[config.mk]
export PLATFORM = sky130hd
export DESIGN_NAME = rx_route_engine
export DESIGN_NICKNAME = d
export VERILOG_FILES = /design/src/rtl/route_pkg.sv /design/src/rtl/route_rule_table.sv /design/src/rtl/route_rule_match.sv /design/src/rtl/route_merge_stage.sv /design/src/rtl/rx_route_engine.sv
export SDC_FILE = /design/constraint.sdc
export NUM_CORES = 1
export LEC_CHECK = 0
export BUFFER_PORTS_ARGS = -buffer_cell sky130_fd_sc_hd__buf_2
export CORE_UTILIZATION = 35
export CTS_BUF_LIST = sky130_fd_sc_hd__clkbuf_16
export CTS_CLUSTER_SIZE = 14
export DETAILED_ROUTE_END_ITERATION = 10
export HOLD_SLACK_MARGIN = 0.08
export SKIP_CTS_REPAIR_TIMING = 1
export SYNTH_ARGS = -nofsm -noshare
export SYNTH_HDL_FRONTEND = slang
export SYNTH_HIERARCHICAL = 1
export SYNTH_SLANG_ARGS = --single-unit
export TNS_END_PERCENT = 10
[constraint.sdc]
create_clock -name clk -period 14.7 [get_ports clk]
set_input_delay 1.47 -clock clk [delete_from_list [all_inputs] [get_ports clk]]
set_output_delay 1.47 -clock clk [all_outputs]
set_load 0.02 [all_outputs]
[src/rtl/route_pkg.sv]
package route_pkg;
  localparam int CAN_ID_W = 11;

  typedef enum logic [1:0] {
    ACT_COPY  = 2'd0,
    ACT_XLAT  = 2'd1,
    ACT_MERGE = 2'd2,
    ACT_BLOCK = 2'd3
  } route_act_e;

  typedef enum logic {
    ST_IDLE = 1'b0,
    ST_SCAN = 1'b1
  } scan_st_e;
endpackage

[src/rtl/route_rule_table.sv]
module route_rule_table
  import route_pkg::*;
#(
  parameter int NUM_CH     = 4,
  parameter int NUM_RULES  = 8,
  parameter int DATA_BYTES = 8,
  localparam int CH_W  = $clog2(NUM_CH),
  localparam int RI_W  = $clog2(NUM_RULES),
  localparam int OFF_W = $clog2(DATA_BYTES),
  localparam int LEN_W = $clog2(DATA_BYTES) + 1
) (
  input  logic                clk,
  input  logic                rst,
  input  logic                wr_en,
  input  logic [RI_W-1:0]     wr_addr,
  input  logic                wr_valid,
  input  logic [CH_W-1:0]     wr_src,
  input  logic [CAN_ID_W-1:0] wr_id,
  input  logic [NUM_CH-1:0]   wr_dest,
  input  logic [1:0]          wr_act,
  input  logic [CAN_ID_W-1:0] wr_new_id,
  input  logic [OFF_W-1:0]    wr_off,
  input  logic [LEN_W-1:0]    wr_len,
  input  logic [RI_W-1:0]     rd_addr,
  output logic                rd_valid,
  output logic [CH_W-1:0]     rd_src,
  output logic [CAN_ID_W-1:0] rd_id,
  output logic [NUM_CH-1:0]   rd_dest,
  output logic [1:0]          rd_act,
  output logic [CAN_ID_W-1:0] rd_new_id,
  output logic [OFF_W-1:0]    rd_off,
  output logic [LEN_W-1:0]    rd_len
);
  localparam int WORD_W = CH_W + CAN_ID_W + NUM_CH + 2 + CAN_ID_W + OFF_W + LEN_W;

  // rule bodies live in a plain RAM; only the valid flags need a reset
  logic [WORD_W-1:0]    mem [NUM_RULES];
  logic [WORD_W-1:0]    rd_word;
  logic [NUM_RULES-1:0] valid_q;

  always_ff @(posedge clk) begin
    if (wr_en) begin
      mem[wr_addr] <= {wr_src, wr_id, wr_dest, wr_act, wr_new_id, wr_off, wr_len};
    end
    rd_word <= mem[rd_addr];
  end

  always_ff @(posedge clk) begin
    if (rst) begin
      valid_q  <= '0;
      rd_valid <= 1'b0;
    end else begin
      if (wr_en) valid_q[wr_addr] <= wr_valid;
      rd_valid <= valid_q[rd_addr];
    end
  end

  assign {rd_src, rd_id, rd_dest, rd_act, rd_new_id, rd_off, rd_len} = rd_word;

  AST_VALID_CLEAR_AFTER_RESET: assert property (@(posedge clk)
    $past(rst) |-> (valid_q == '0)) else $error("rule flags not cleared");
endmodule

[src/rtl/route_rule_match.sv]
module route_rule_match
  import route_pkg::*;
#(
  parameter int NUM_CH = 4,
  localparam int CH_W = $clog2(NUM_CH)
) (
  input  logic                rule_valid,
  input  logic [CH_W-1:0]     rule_src,
  input  logic [CAN_ID_W-1:0] rule_id,
  input  logic [NUM_CH-1:0]   rule_dest,
  input  logic [CH_W-1:0]     frm_ch,
  input  logic [CAN_ID_W-1:0] frm_id,
  output logic                hit,
  output logic [NUM_CH-1:0]   out_mask
);
  assign hit = rule_valid && (rule_src == frm_ch) && (rule_id == frm_id);

  // echo suppression: never send back onto the arrival channel
  for (genvar c = 0; c < NUM_CH; c++) begin : g_mask
    assign out_mask[c] = rule_dest[c] && (frm_ch != CH_W'(c));
  end
endmodule

[src/rtl/route_merge_stage.sv]
module route_merge_stage
  import route_pkg::*;
#(
  parameter int NUM_RULES  = 8,
  parameter int DATA_BYTES = 8,
  localparam int RI_W   = $clog2(NUM_RULES),
  localparam int OFF_W  = $clog2(DATA_BYTES),
  localparam int LEN_W  = $clog2(DATA_BYTES) + 1,
  localparam int DATA_W = 8 * DATA_BYTES
) (
  input  logic              clk,
  input  logic              rst,
  input  logic              cfg_we,
  input  logic [RI_W-1:0]   cfg_addr,
  input  logic              cfg_is_merge,
  input  logic              upd,
  input  logic [RI_W-1:0]   upd_idx,
  input  logic [OFF_W-1:0]  off,
  input  logic [LEN_W-1:0]  len,
  input  logic [DATA_W-1:0] din,
  output logic [DATA_W-1:0] stage_nx,
  output logic              complete
);
  logic [NUM_RULES-1:0] need_q;
  logic [NUM_RULES-1:0] have_q;
  logic [NUM_RULES-1:0] hot;

  assign hot      = NUM_RULES'(1) << upd_idx;
  assign complete = upd && (((have_q | hot) & need_q) == need_q);

  always_ff @(posedge clk) begin
    if (rst) begin
      need_q <= '0;
      have_q <= '0;
    end else begin
      if (upd) have_q <= complete ? '0 : (have_q | hot);
      if (cfg_we) begin
        need_q[cfg_addr] <= cfg_is_merge;
        have_q[cfg_addr] <= 1'b0;
      end
    end
  end

  for (genvar b = 0; b < DATA_BYTES; b++) begin : g_byte
    logic       in_rng;
    logic [7:0] nb;
    logic [7:0] q;
    int         rel;

    always_comb begin
      in_rng = (b >= int'(off)) && (b < int'(off) + int'(len));
      rel    = in_rng ? (b - int'(off)) : 0;
      nb     = 8'(din >> (8 * rel));
    end

    always_ff @(posedge clk) begin
      if (rst) q <= '0;
      else if (upd && in_rng) q <= nb;
    end

    assign stage_nx[8*b +: 8] = (upd && in_rng) ? nb : q;
  end

  AST_MERGE_TRACK_CLEARED: assert property (@(posedge clk) disable iff (rst)
    complete |=> (have_q == '0)) else $error("merge record kept after send");
  AST_CFG_DROPS_CONTRIB: assert property (@(posedge clk) disable iff (rst)
    cfg_we |=> !have_q[$past(cfg_addr)]) else $error("rewrite kept contribution");
endmodule

[src/rtl/rx_route_engine.sv]
module rx_route_engine
  import route_pkg::*;
#(
  parameter int NUM_CH     = 4,
  parameter int NUM_RULES  = 8,
  parameter int DATA_BYTES = 8,
  localparam int CH_W   = $clog2(NUM_CH),
  localparam int RI_W   = $clog2(NUM_RULES),
  localparam int OFF_W  = $clog2(DATA_BYTES),
  localparam int LEN_W  = $clog2(DATA_BYTES) + 1,
  localparam int DATA_W = 8 * DATA_BYTES
) (
  input  logic                clk,
  input  logic                rst,
  input  logic                cfg_we,
  input  logic [RI_W-1:0]     cfg_addr,
  input  logic                cfg_valid,
  input  logic [CH_W-1:0]     cfg_src,
  input  logic [CAN_ID_W-1:0] cfg_id,
  input  logic [NUM_CH-1:0]   cfg_dest,
  input  logic [1:0]          cfg_act,
  input  logic [CAN_ID_W-1:0] cfg_new_id,
  input  logic [OFF_W-1:0]    cfg_off,
  input  logic [LEN_W-1:0]    cfg_len,
  input  logic                rx_valid,
  input  logic [CH_W-1:0]     rx_ch,
  input  logic [CAN_ID_W-1:0] rx_id,
  input  logic [DATA_W-1:0]   rx_data,
  output logic                rx_busy,
  output logic                tx_valid,
  output logic [NUM_CH-1:0]   tx_mask,
  output logic [CAN_ID_W-1:0] tx_id,
  output logic [DATA_W-1:0]   tx_data
);
  localparam logic [RI_W-1:0] LAST_IDX = RI_W'(NUM_RULES - 1);

  scan_st_e            state;
  logic [RI_W-1:0]     issue_idx;
  logic                issue_on;
  logic                cmp_vld;
  logic [RI_W-1:0]     cmp_idx;
  logic [CH_W-1:0]     f_ch;
  logic [CAN_ID_W-1:0] f_id;
  logic [DATA_W-1:0]   f_data;

  logic                r_valid;
  logic [CH_W-1:0]     r_src;
  logic [CAN_ID_W-1:0] r_id;
  logic [NUM_CH-1:0]   r_dest;
  logic [1:0]          r_act;
  logic [CAN_ID_W-1:0] r_new_id;
  logic [OFF_W-1:0]    r_off;
  logic [LEN_W-1:0]    r_len;

  logic                hit;
  logic [NUM_CH-1:0]   eff_mask;
  logic                take;
  logic                merge_upd;
  logic                merge_done;
  logic [DATA_W-1:0]   merge_data;

  route_rule_table #(.NUM_CH(NUM_CH), .NUM_RULES(NUM_RULES), .DATA_BYTES(DATA_BYTES)) u_table (
    .clk(clk), .rst(rst),
    .wr_en(cfg_we), .wr_addr(cfg_addr), .wr_valid(cfg_valid), .wr_src(cfg_src),
    .wr_id(cfg_id), .wr_dest(cfg_dest), .wr_act(cfg_act), .wr_new_id(cfg_new_id),
    .wr_off(cfg_off), .wr_len(cfg_len),
    .rd_addr(issue_idx),
    .rd_valid(r_valid), .rd_src(r_src), .rd_id(r_id), .rd_dest(r_dest),
    .rd_act(r_act), .rd_new_id(r_new_id), .rd_off(r_off), .rd_len(r_len)
  );

  route_rule_match #(.NUM_CH(NUM_CH)) u_match (
    .rule_valid(r_valid), .rule_src(r_src), .rule_id(r_id), .rule_dest(r_dest),
    .frm_ch(f_ch), .frm_id(f_id), .hit(hit), .out_mask(eff_mask)
  );

  assign take      = (state == ST_SCAN) && cmp_vld && hit;
  assign merge_upd = take && (r_act == ACT_MERGE);

  route_merge_stage #(.NUM_RULES(NUM_RULES), .DATA_BYTES(DATA_BYTES)) u_merge (
    .clk(clk), .rst(rst),
    .cfg_we(cfg_we), .cfg_addr(cfg_addr),
    .cfg_is_merge(cfg_valid && (cfg_act == ACT_MERGE)),
    .upd(merge_upd), .upd_idx(cmp_idx), .off(r_off), .len(r_len),
    .din(f_data), .stage_nx(merge_data), .complete(merge_done)
  );

  assign rx_busy = (state == ST_SCAN);

  always_ff @(posedge clk) begin
    if (rst) begin
      state     <= ST_IDLE;
      issue_idx <= '0;
      issue_on  <= 1'b0;
      cmp_vld   <= 1'b0;
      cmp_idx   <= '0;
      f_ch      <= '0;
      f_id      <= '0;
      f_data    <= '0;
      tx_valid  <= 1'b0;
      tx_mask   <= '0;
      tx_id     <= '0;
      tx_data   <= '0;
    end else begin
      tx_valid <= 1'b0;
      case (state)
        ST_IDLE: begin
          if (rx_valid) begin
            f_ch      <= rx_ch;
            f_id      <= rx_id;
            f_data    <= rx_data;
            issue_idx <= '0;
            issue_on  <= 1'b1;
            cmp_vld   <= 1'b0;
            state     <= ST_SCAN;
          end
        end
        ST_SCAN: begin
          // one table read issued and one compared per cycle
          cmp_vld <= issue_on;
          cmp_idx <= issue_idx;
          if (issue_on) begin
            if (issue_idx == LAST_IDX) issue_on <= 1'b0;
            else issue_idx <= issue_idx + 1'b1;
          end
          if (cmp_vld && (hit || cmp_idx == LAST_IDX)) begin
            state    <= ST_IDLE;
            issue_on <= 1'b0;
            cmp_vld  <= 1'b0;
            if (hit) begin
              tx_mask <= eff_mask;
              case (r_act)
                ACT_COPY: begin
                  tx_valid <= |eff_mask;
                  tx_id    <= f_id;
                  tx_data  <= f_data;
                end
                ACT_XLAT: begin
                  tx_valid <= |eff_mask;
                  tx_id    <= r_new_id;
                  tx_data  <= f_data;
                end
                ACT_MERGE: begin
                  tx_valid <= merge_done && (|eff_mask);
                  tx_id    <= r_new_id;
                  tx_data  <= merge_data;
                end
                default: ;
              endcase
            end
          end
        end
        default: state <= ST_IDLE;
      endcase
    end
  end

  // search length monitor for the latency bound
  logic [RI_W+1:0] scan_cnt;
  always_ff @(posedge clk) begin
    if (rst || state == ST_IDLE) scan_cnt <= '0;
    else scan_cnt <= scan_cnt + 1'b1;
  end

  AST_SCAN_BOUND: assert property (@(posedge clk) disable iff (rst)
    int'(scan_cnt) <= NUM_RULES + 1) else $error("search too long");
  AST_TX_PULSE: assert property (@(posedge clk) disable iff (rst)
    tx_valid |=> !tx_valid) else $error("transmit request longer than one cycle");
  AST_TX_NO_ECHO: assert property (@(posedge clk) disable iff (rst)
    tx_valid |-> !tx_mask[f_ch]) else $error("frame echoed to arrival channel");
  AST_TX_NONEMPTY: assert property (@(posedge clk) disable iff (rst)
    tx_valid |-> (tx_mask != '0)) else $error("request with empty mask");
  AST_TX_AFTER_SEARCH: assert property (@(posedge clk) disable iff (rst)
    tx_valid |-> $past(state == ST_SCAN)) else $error("request without search");
  AST_FRAME_HELD: assert property (@(posedge clk) disable iff (rst)
    (state == ST_SCAN && $past(state == ST_SCAN)) |-> ($stable(f_id) && $stable(f_ch)))
    else $error("frame changed during search");
endmodule

==> results of run 1 <==
-- through the flow --
stage | cells | total power (µW) | util, %
floorplan | 2276 | 2080 | -
global placement | 3372 | 2230 | 37.7
detailed placement | 3372 | 2230 | 37.7
CTS | 3485 | 3740 | 40.3
global route | 3485 | 3830 | 40.3
finish | 3487 | 3710 | 40.3
-- cells in the final DEF (no fill, tap or decap), types with 13 or more instances in the layout --
| cell | count |
|---|---|
| sky130_fd_sc_hd__a211oi_1 | 76 |
| sky130_fd_sc_hd__o31ai_1 | 17 |
| sky130_fd_sc_hd__mux2i_1 | 156 |
| sky130_fd_sc_hd__dfxtp_1 | 287 |
| sky130_fd_sc_hd__o21ai_0 | 68 |
| sky130_fd_sc_hd__and2_1 | 37 |
| sky130_fd_sc_hd__mux4_1 | 13 |
| sky130_fd_sc_hd__a31oi_1 | 27 |
| sky130_fd_sc_hd__nor3_1 | 30 |
| sky130_fd_sc_hd__ha_1 | 21 |
| sky130_fd_sc_hd__clkbuf_16 | 61 |
| sky130_fd_sc_hd__edfxtp_1 | 296 |
| sky130_fd_sc_hd__nand2b_1 | 15 |
| sky130_fd_sc_hd__a311oi_1 | 18 |
| sky130_fd_sc_hd__a32o_1 | 13 |
| sky130_fd_sc_hd__mux2_2 | 18 |
| sky130_fd_sc_hd__and3_1 | 21 |
| sky130_fd_sc_hd__o211ai_1 | 19 |
| sky130_fd_sc_hd__clkinv_1 | 14 |
| sky130_fd_sc_hd__nand2_1 | 251 |
| sky130_fd_sc_hd__inv_1 | 41 |
| sky130_fd_sc_hd__nand3_1 | 51 |
| sky130_fd_sc_hd__mux2_4 | 34 |
| sky130_fd_sc_hd__a211oi_2 | 20 |
| sky130_fd_sc_hd__mux4_2 | 66 |
| sky130_fd_sc_hd__buf_2 | 201 |
| sky130_fd_sc_hd__buf_4 | 37 |
| sky130_fd_sc_hd__nor2b_1 | 23 |
| sky130_fd_sc_hd__a21oi_1 | 141 |
| sky130_fd_sc_hd__nor2_1 | 153 |
| sky130_fd_sc_hd__xnor2_1 | 13 |
-- cell usage after synthesis (all sizes together), types with 52 or more instances --
master  number
mux2        52
mux4        79
mux2i      156
dfxtp      292
a21oi      141
buf        101
edfxtp     296
nor2       153
clkbuf      72
a211oi      96
nand2      252
o21ai       72
-- registers in the layout, summed over array words and instances, names as in the netlist, 2 cells and up --
name and count:
u_table/rd_word 37, issue_idx 3, tx_id 11, f_data 64
cmp_idx 3, f_ch 2, f_id 11, u_merge/need_q 8
u_merge/g_byte.q 64, u_table/valid_q 8, u_table/mem 296, tx_mask 4
u_merge/have_q 8, tx_data 64
-- area by class of cell --
class	instances	area, µm²
antenna	2	5.00
inverter	27	101
clock inverter	52	427
sequential	588	14700
timing repair buffer	239	1290
fill	7310	45400
clock buffer	61	1530
tap	1030	1290
multi-input combinational	1488	11200
-- critical path, cell delays in order (launching register included) --
cell                       delay, ns
sky130_fd_sc_hd__dfxtp_4        0.49
sky130_fd_sc_hd__ha_1           0.33
sky130_fd_sc_hd__fa_1           0.45
sky130_fd_sc_hd__xor2_1         0.77
sky130_fd_sc_hd__o41a_1         0.53
sky130_fd_sc_hd__nand2_1        0.51
sky130_fd_sc_hd__nor2_1         0.69
sky130_fd_sc_hd__a221o_1        0.30
sky130_fd_sc_hd__mux2i_1        0.21
sky130_fd_sc_hd__a211oi_2       0.27
-- cell families after synthesis --
logic type      after synthesis  synth area share, %
xor+xnor                     15                0.515
buf+inv                     200                 3.79
mux                         287                 15.2
flops                       588                 54.7
simple gates                644                 11.2
fa+ha+maj                    23                 1.10
compound gates              519                 13.5
-- routing by layer --
layer | global-route usage (%) | share of wire (%) | vias to the layer above
met4 | 9.29 | 4.3 | 24
met3 | 5.52 | 7.8 | 209
li1 | - | - | 8886
met2 | 37.9 | 48 | 777
met5 | 0 | 0.17 | -
met1 | 27.6 | 40 | 9742
-- how the worst min path moves through the flow --
stage                     cells past startpoint  slack (ns)                           endpoint
after CTS                                     2        0.46             f_data[1]$_SDFFE_PP0P_
final                                         2        0.46             f_data[1]$_SDFFE_PP0P_
after global routing                          2        0.48             f_data[1]$_SDFFE_PP0P_
after floorplan                               2        0.44  u_merge/g_byte[6].q[7]$_SDFF_PP0_
after global placement                        2        0.45             f_data[1]$_SDFFE_PP0P_
after detailed placement                      2        0.45             f_data[1]$_SDFFE_PP0P_
-- power groups by stage --
stage          Combinational (µW)  Sequential (µW)  Clock [µW]
2_1_floorplan                 258             1830           0
3_3_place_gp                  372             1860           0
3_5_place_dp                  376             1860           0
4_1_cts                       377             1820        1540
5_1_grt                       408             1830        1600
6_report                      383             1820        1510
==> summary.md, run 1 <==
Compared with the post-synthesis result, the final layout area differs by 13.6%. Sorting the synthesized cells by area gives the leading types as sky130_fd_sc_hd__edfxtp_1 33%, sky130_fd_sc_hd__dfxtp_1 22%, sky130_fd_sc_hd__mux2i_1 5.8%, sky130_fd_sc_hd__mux4_2 5.5%, sky130_fd_sc_hd__nand2_1 3.5%. The most used flip-flop cell after synthesis is sky130_fd_sc_hd__edfxtp_1. The library cell with the largest summed area after synthesis was sky130_fd_sc_hd__edfxtp_1. Yosys mapped the design onto 91 distinct sky130hd cell types.

The buffer depth of the longest clock path is 3. The final period utilization was 31.6%. The kind of start point of the critical path is a flop. Counting the buffers created by CTS gives 61.

The part of the power in combinational logic came out at 10.3%. For the final routed database, the setup TNS stands at 0 ns. At the worst endpoint, the required time is 15.26 ns. Worst setup margin: 10.06 ns. The share of the synthesized area in the top cell type is 33.0%. The maximum number of pins on one net before global-route repair came out at 89. The maximum clock frequency was 216 MHz. For this design the ratio of total power to cell area is 121 mW/mm². The tools report the endpoint class of the critical path as a flop. Sequential elements use 54.7% of the synthesized area. The per-instance average area after synthesis is 11.8 µm², and the routability congestion estimate is 0.983.

In this run the worst hold path is classified as reg -> reg. Setup violations remaining at the end of the flow were counted as 0. For this design the total switching power over the nets is 962 µW. Beginning of the critical path: u_table/rd_word[4]$_DFF_P_. The tools report the number of global-route vias before repair as 19200. The run gives 0.0996 mV as the maximum resistive drop on vdd.

Global routing finished with a remaining overflow of 0. By startpoint and endpoint, the worst setup path is classified as reg -> reg. The worst register-to-register path begins at u_table/rd_word[4]$_DFF_P_. The first global-routing pass estimated 131 mm of wire. The run gives 0.0781 mm² as the die area. The row count came out at 101. The logs give 0.0287 mm² for the post-place instance area and 0 for the count of max-cap constraint violations. At the later pin of the worst-skew pair, clock insertion delay measures 0.64 ns.

In this run the standard cell core region covers 0.0761 mm². The first routing iteration left 1931 violations. The number of enable flip-flop cells after synthesis was 296; the initial standard-cell utilization of the core was 35.4%. Worst reg-to-reg setup slack: 10.06 ns. The flow ran to the end, and the final reports show no timing, DRC or antenna violations. The tools report the residual DRC count as 0. Setup repair after global routing left no endpoint under its margin. The cell area that synthesis handed to floorplanning was 0.0269 mm². The measured slew at the worst slew-check pin works out to 1.19 ns. The share of total power dissipated in the clock network is 40.6%. The clock period minus final worst setup slack was 4.64 ns; the number of nets in the layout was 2550. Clock-pin slew was measured on the worst setup and hold paths at 0.07 ns. Termination of the worst setup path: tx_data[11]$_SDFFE_PP0P_.

The die is 279 µm tall. The worst hold margin came out at 0.456 ns. CTS built an H-tree with a depth of 2. The final non-filler cell area was 0.0306 mm²; the number of cells traversed by the worst register-to-register path was 9. Once detail routing completed, the nets flagged for antenna violations numbered 0. The tools report the count of vias placed by the detailed router as 19600. The logs give 0.0380 ns for the final setup skew and 2750 µW for the cell-internal power. During placement, the flow inserted port buffers numbering 202. The global routing usage summed across all routing layers was 22.6%. The startpoint identified for the worst hold timing path is f_data[1]$_SDFFE_PP0P_. The worst flop-to-flop path endpoint is tx_data[11]$_SDFFE_PP0P_. For the share of power burned in registers, the log shows 49.1%. The fraction of registers with async set or reset after synthesis is 0%, and the clock sink total is 588.

The run gives 203 as the number of I/O pins. TritonCTS built the clock tree. Using the TritonRoute via totals, the vias-per-cell ratio works out to 5.63. The number of pins exceeding their max-slew limit in the final report is 0, and the fraction of final layout cells with drive strength greater than 1 is 20.2%. The die extent in x is 279 µm. Prior to clock tree synthesis, the placed netlist has a worst setup slack of 10.25 ns. The final hold violation count is 0, and the tightest slew margin relative to the limit is 20.4%. In this run the worst path has a maximum fanout of 34. Data on the critical path arrives at its endpoint at 5.19 ns. After legalization and detailed placement, the total HPWL measured 60.9 mm. The clock root buffer master is sky130_fd_sc_hd__clkbuf_16.

For the total nets after synthesis, the log shows 2421. The Yosys step of the flow raised 6 warnings. The initial antenna violation count is 16. The run gives 0.0107 µW as the static leakage. The first detailed-routing pass took 6 iterations. The final layout contains routed wiring with a total length of 90.1 mm. Synthesis produced a netlist whose cell count is 2276.

Flip-flop and latch count after synthesis: 588. After detailed routing, the average wire length per cell comes to 25.8 µm. Net switching is 25.9% of the power.
Note: power is estimated with default switching activity, not from simulation.
==> run 2: changes to the inputs <==
==> constraint.sdc (replaced) <==
create_clock -name clk -period 4 [get_ports clk]
set_input_delay 0.4 -clock clk [delete_from_list [all_inputs] [get_ports clk]]
set_output_delay 0.4 -clock clk [all_outputs]
set_load 0.02 [all_outputs]
==> run 2 against run 1 <==
  * Maximum frequency up 26%
  * Register-to-register slack worse by 9.7 ns
  * Power rose to 3.7 times the previous value
  * Cell count up 4.8%
  * Global-route usage down 0.062 points
==> summary.md, run 2 (synthesized netlist as in run 1, its figures left out) <==
Die extent in x: 279 µm (unchanged). The number of pins exceeding their max-slew limit in the final report is 0 (unchanged), and the met2 global-route usage is 37.8% (-0.077 points). The final period utilization is 92.1% (+61 points).

The largest stage delay on the critical path is 0.66 ns (-0.11 ns), and the die area is 0.0781 mm² (unchanged). The row count is 101 (unchanged). The library cells used most frequently in the layout, excluding fill and tap cells, are 296 x sky130_fd_sc_hd__edfxtp_1, 287 x sky130_fd_sc_hd__dfxtp_1, 251 x sky130_fd_sc_hd__nand2_1. The logs give 61 (unchanged) for the number of buffers created by CTS and 20300 (+3.3%) for the count of vias placed by the detailed router.

The number of I/O pins was 203 (unchanged). The met3 layer usage reported by global route is 6.01% (+0.49 points), and the clock latency at the later pin of the worst-skew pair is 0.66 ns (+0.02 ns). The most frequent cell on the critical path was sky130_fd_sc_hd__buf_4. The average routed wire per standard cell works out to 24.6 µm (-4.7%). The number of cells on the worst hold path works out to 3 (+1). Global routing's busiest layer: met2.

Clock edge transition at the registers on the reported setup and hold paths: 0.06 ns (about the same). The clock period minus final worst setup slack was 3.68 ns (-0.954 ns); the final standard cell utilization of the core was 42.4% (+2.2 points). The placeable core region is 0.0761 mm² (unchanged). The cell-internal power was 10300 µW (+280%); the remaining global-route overflow was 0 (unchanged). The share of power burned in registers was 48.1% (-1.0 points); the routability congestion estimate was 1.01 (+3.1%).

The per-cell via count in the routed design is 5.55 (-1.5%), and the residual antenna-violating net count after detailed routing is 0 (unchanged). The total power density per cell area was 430 mW/mm² (+260%). The area of combinational cells with multiple inputs was 0.0113 mm² (+0.12%). The tightest min-delay check is of the in -> reg type.

For the part of the power in combinational logic, the log shows 11.3% (+1.0 points). Setup repair after global routing left no endpoint under its margin. The worst setup path is launched from a flop. The tools report the total half-perimeter wirelength after legalization and detailed placement as 61.5 mm (+0.96%). The signal on the critical path passes through ha_1, a211o_1, o41a_1, buf_4, and3_1, a311oi_1, buf_4, a221o_1, mux2i_1, a211oi_1. The height of the chip is 279 µm (unchanged), and the maximum clock frequency is 271 MHz (+26%). Compared with the post-synthesis result, the final layout area differs by 19.8%. The most common library cell in the layout ignoring fill and taps is sky130_fd_sc_hd__edfxtp_1. The flow ran to the end, and the final reports show no timing, DRC or antenna violations. For the initial standard-cell utilization of the core, the log shows 35.4% (unchanged). The run gives 130 mm (-0.19%) as the wire length of the first global-routing pass. The residual DRC count was 0 (unchanged); the final number of setup-violating endpoints was 0 (unchanged).

TritonCTS built the clock tree. For the count of max-cap constraint violations, the log shows 0 (unchanged). The root buffer cell chosen for the clock tree is sky130_fd_sc_hd__clkbuf_16. The violation count after the first detailed-route iteration is 1892 (-2.0%), and the number of port buffers is 202 (unchanged). The tools report the number of global-route vias before repair as 19700 (+2.3%). The flip-flop count of the largest register, all copies and words added was 296 (unchanged); the setup TNS was 0 ns (unchanged).

The measured slew at the worst slew-check pin is 1.11 ns (-0.0796 ns). The final routed wirelength across all metal layers is 90.0 mm (about the same), and the net switching power is 3560 µW (+270%). The initial antenna violation count came out at 7 (-9). The total power of the final layout was 13900 µW (+270%). The iteration count of the initial detailed-routing pass is 5 (-1), and the share of total power consumed by net switching is 25.6% (-0.29 points). The critical path is of the reg -> reg type. The maximum resistive drop on vdd came out at 0.388 mV (+290%). H-tree depth reported by CTS: 2 (unchanged). The fraction of final layout cells with drive strength greater than 1 was 20.8% (+0.58 points). The count of filler cells inserted in the layout came out at 7247 (-0.86%).

Buffer depth of the longest clock path: 3 (unchanged). Static leakage: 0.0115 µW (+7.0%). The signal arrival time at the worst endpoint came out at 4.25 ns (-0.94 ns). The clock sink total is 588 (unchanged), and the critical path required time is 4.57 ns (-10.69 ns). The register with the most flip-flops in the final layout is u_table/mem.

The run gives 40.5% (about the same) as the power share of the clock group. The standard cell with the maximum stage delay on the critical path is sky130_fd_sc_hd__dfxtp_1. The largest fanout of any net on the critical path works out to 13 (-62%).

The logs give 82 (-7.9%) for the maximum number of pins on one net before global-route repair and 22.5% (-0.062 points) for the global routing usage summed across all routing layers. For the final hold violation count, the log shows 0 (unchanged). Sequential cell area: 0.0147 mm² (about the same).

The tools report the endpoint class of the critical path as a flop. The tightest slew margin relative to the limit came out at 25.3% (+4.9 points). The logs give 26.6% (-1.1 points) for the global routing met1 resource utilization and 2714 (+6.4%) for the number of nets in the layout. The number of cells traversed by the worst register-to-register path is 10 (+1).

Final setup skew: 0.0411 ns (+0.00315 ns).
-- run 2: cell types whose count changed in the layout (fill, tap and decap cells not counted), moves of 2 or more --
cell / previous run / this run
sky130_fd_sc_hd__clkinv_4: 3 / 1
sky130_fd_sc_hd__buf_12: 0 / 5
sky130_fd_sc_hd__clkinv_1: 14 / 18
sky130_fd_sc_hd__dlygate4sd3_1: 0 / 114
sky130_fd_sc_hd__buf_4: 37 / 82
sky130_fd_sc_hd__clkinvlp_4: 0 / 2
sky130_fd_sc_hd__diode_2: 2 / 4
-- run 2: path summary, 6_finish.rpt --
path | from | end | slack, ns
worst max-delay path | u_table/rd_word[6]$_DFF_P_ | tx_data[14]$_SDFFE_PP0P_ | 0.32
worst min-delay path | rx_data[62] | f_data[62]$_SDFFE_PP0P_ | 0.11
worst max register to register | u_table/rd_word[6]$_DFF_P_ | tx_data[14]$_SDFFE_PP0P_ | 0.32
worst min register to register | u_merge/g_byte[6].q[7]$_SDFF_PP0_ | u_merge/g_byte[6].q[7]$_SDFF_PP0_ | 0.47
-- run 2: area by class of cell --
class,instances,share of cell area (%)
Timing Repair Buffer,403,8.91
Clock inverter,54,1.40
Tap cell,1030,3.99
Inverter,27,0.314
Multi-Input combinational cell,1488,34.9
Sequential cell,588,45.7
Clock buffer,62,4.81
Antenna cell,4,0.0310
-- run 2: power by group through the flow --
stage / combinational (µW) / clock [µW] / sequential (µW)
final: 1570 / 5620 / 6680
after global routing: 1670 / 6010 / 6690
after CTS: 1450 / 5770 / 6680
after detailed placement: 1450 / 0 / 6810
after global placement: 1440 / 0 / 6800
after floorplan: 950 / 0 / 6710
-- run 2: metal layers --
| layer | wire length, µm | vias to the layer above |
|---|---|---|
| met5 | 69 | - |
| met4 | 4570 | 10 |
| li1 | - | 9231 |
| met1 | 35300 | 9997 |
| met3 | 6650 | 227 |
| met2 | 43400 | 817 |
-- run 2: worst max-delay path: cells and delay by family, from the launching register on --
kind                     cells  cell delay (ns)
AND/OR/NAND/NOR              1             0.19
AO/OA/AOI/OAI                5             1.77
adder cells (fa/ha/maj)      1             0.41
flip-flops                   1             0.66
multiplexers                 1             0.12
buffers and inverters        2             0.47
-- run 2: through the flow --
stage	worst slack, ns	std cells	cell area, µm²	hold slack [ns]
2_1_floorplan	0.843	2276	27000	0.440
3_3_place_gp	0.352	3422	29100	0.451
3_5_place_dp	0.365	3422	29100	0.459
4_1_cts	0.374	3538	31100	-0.0503
5_1_grt	0.00523	3654	32300	0.0812
6_report	0.315	3656	32300	0.110
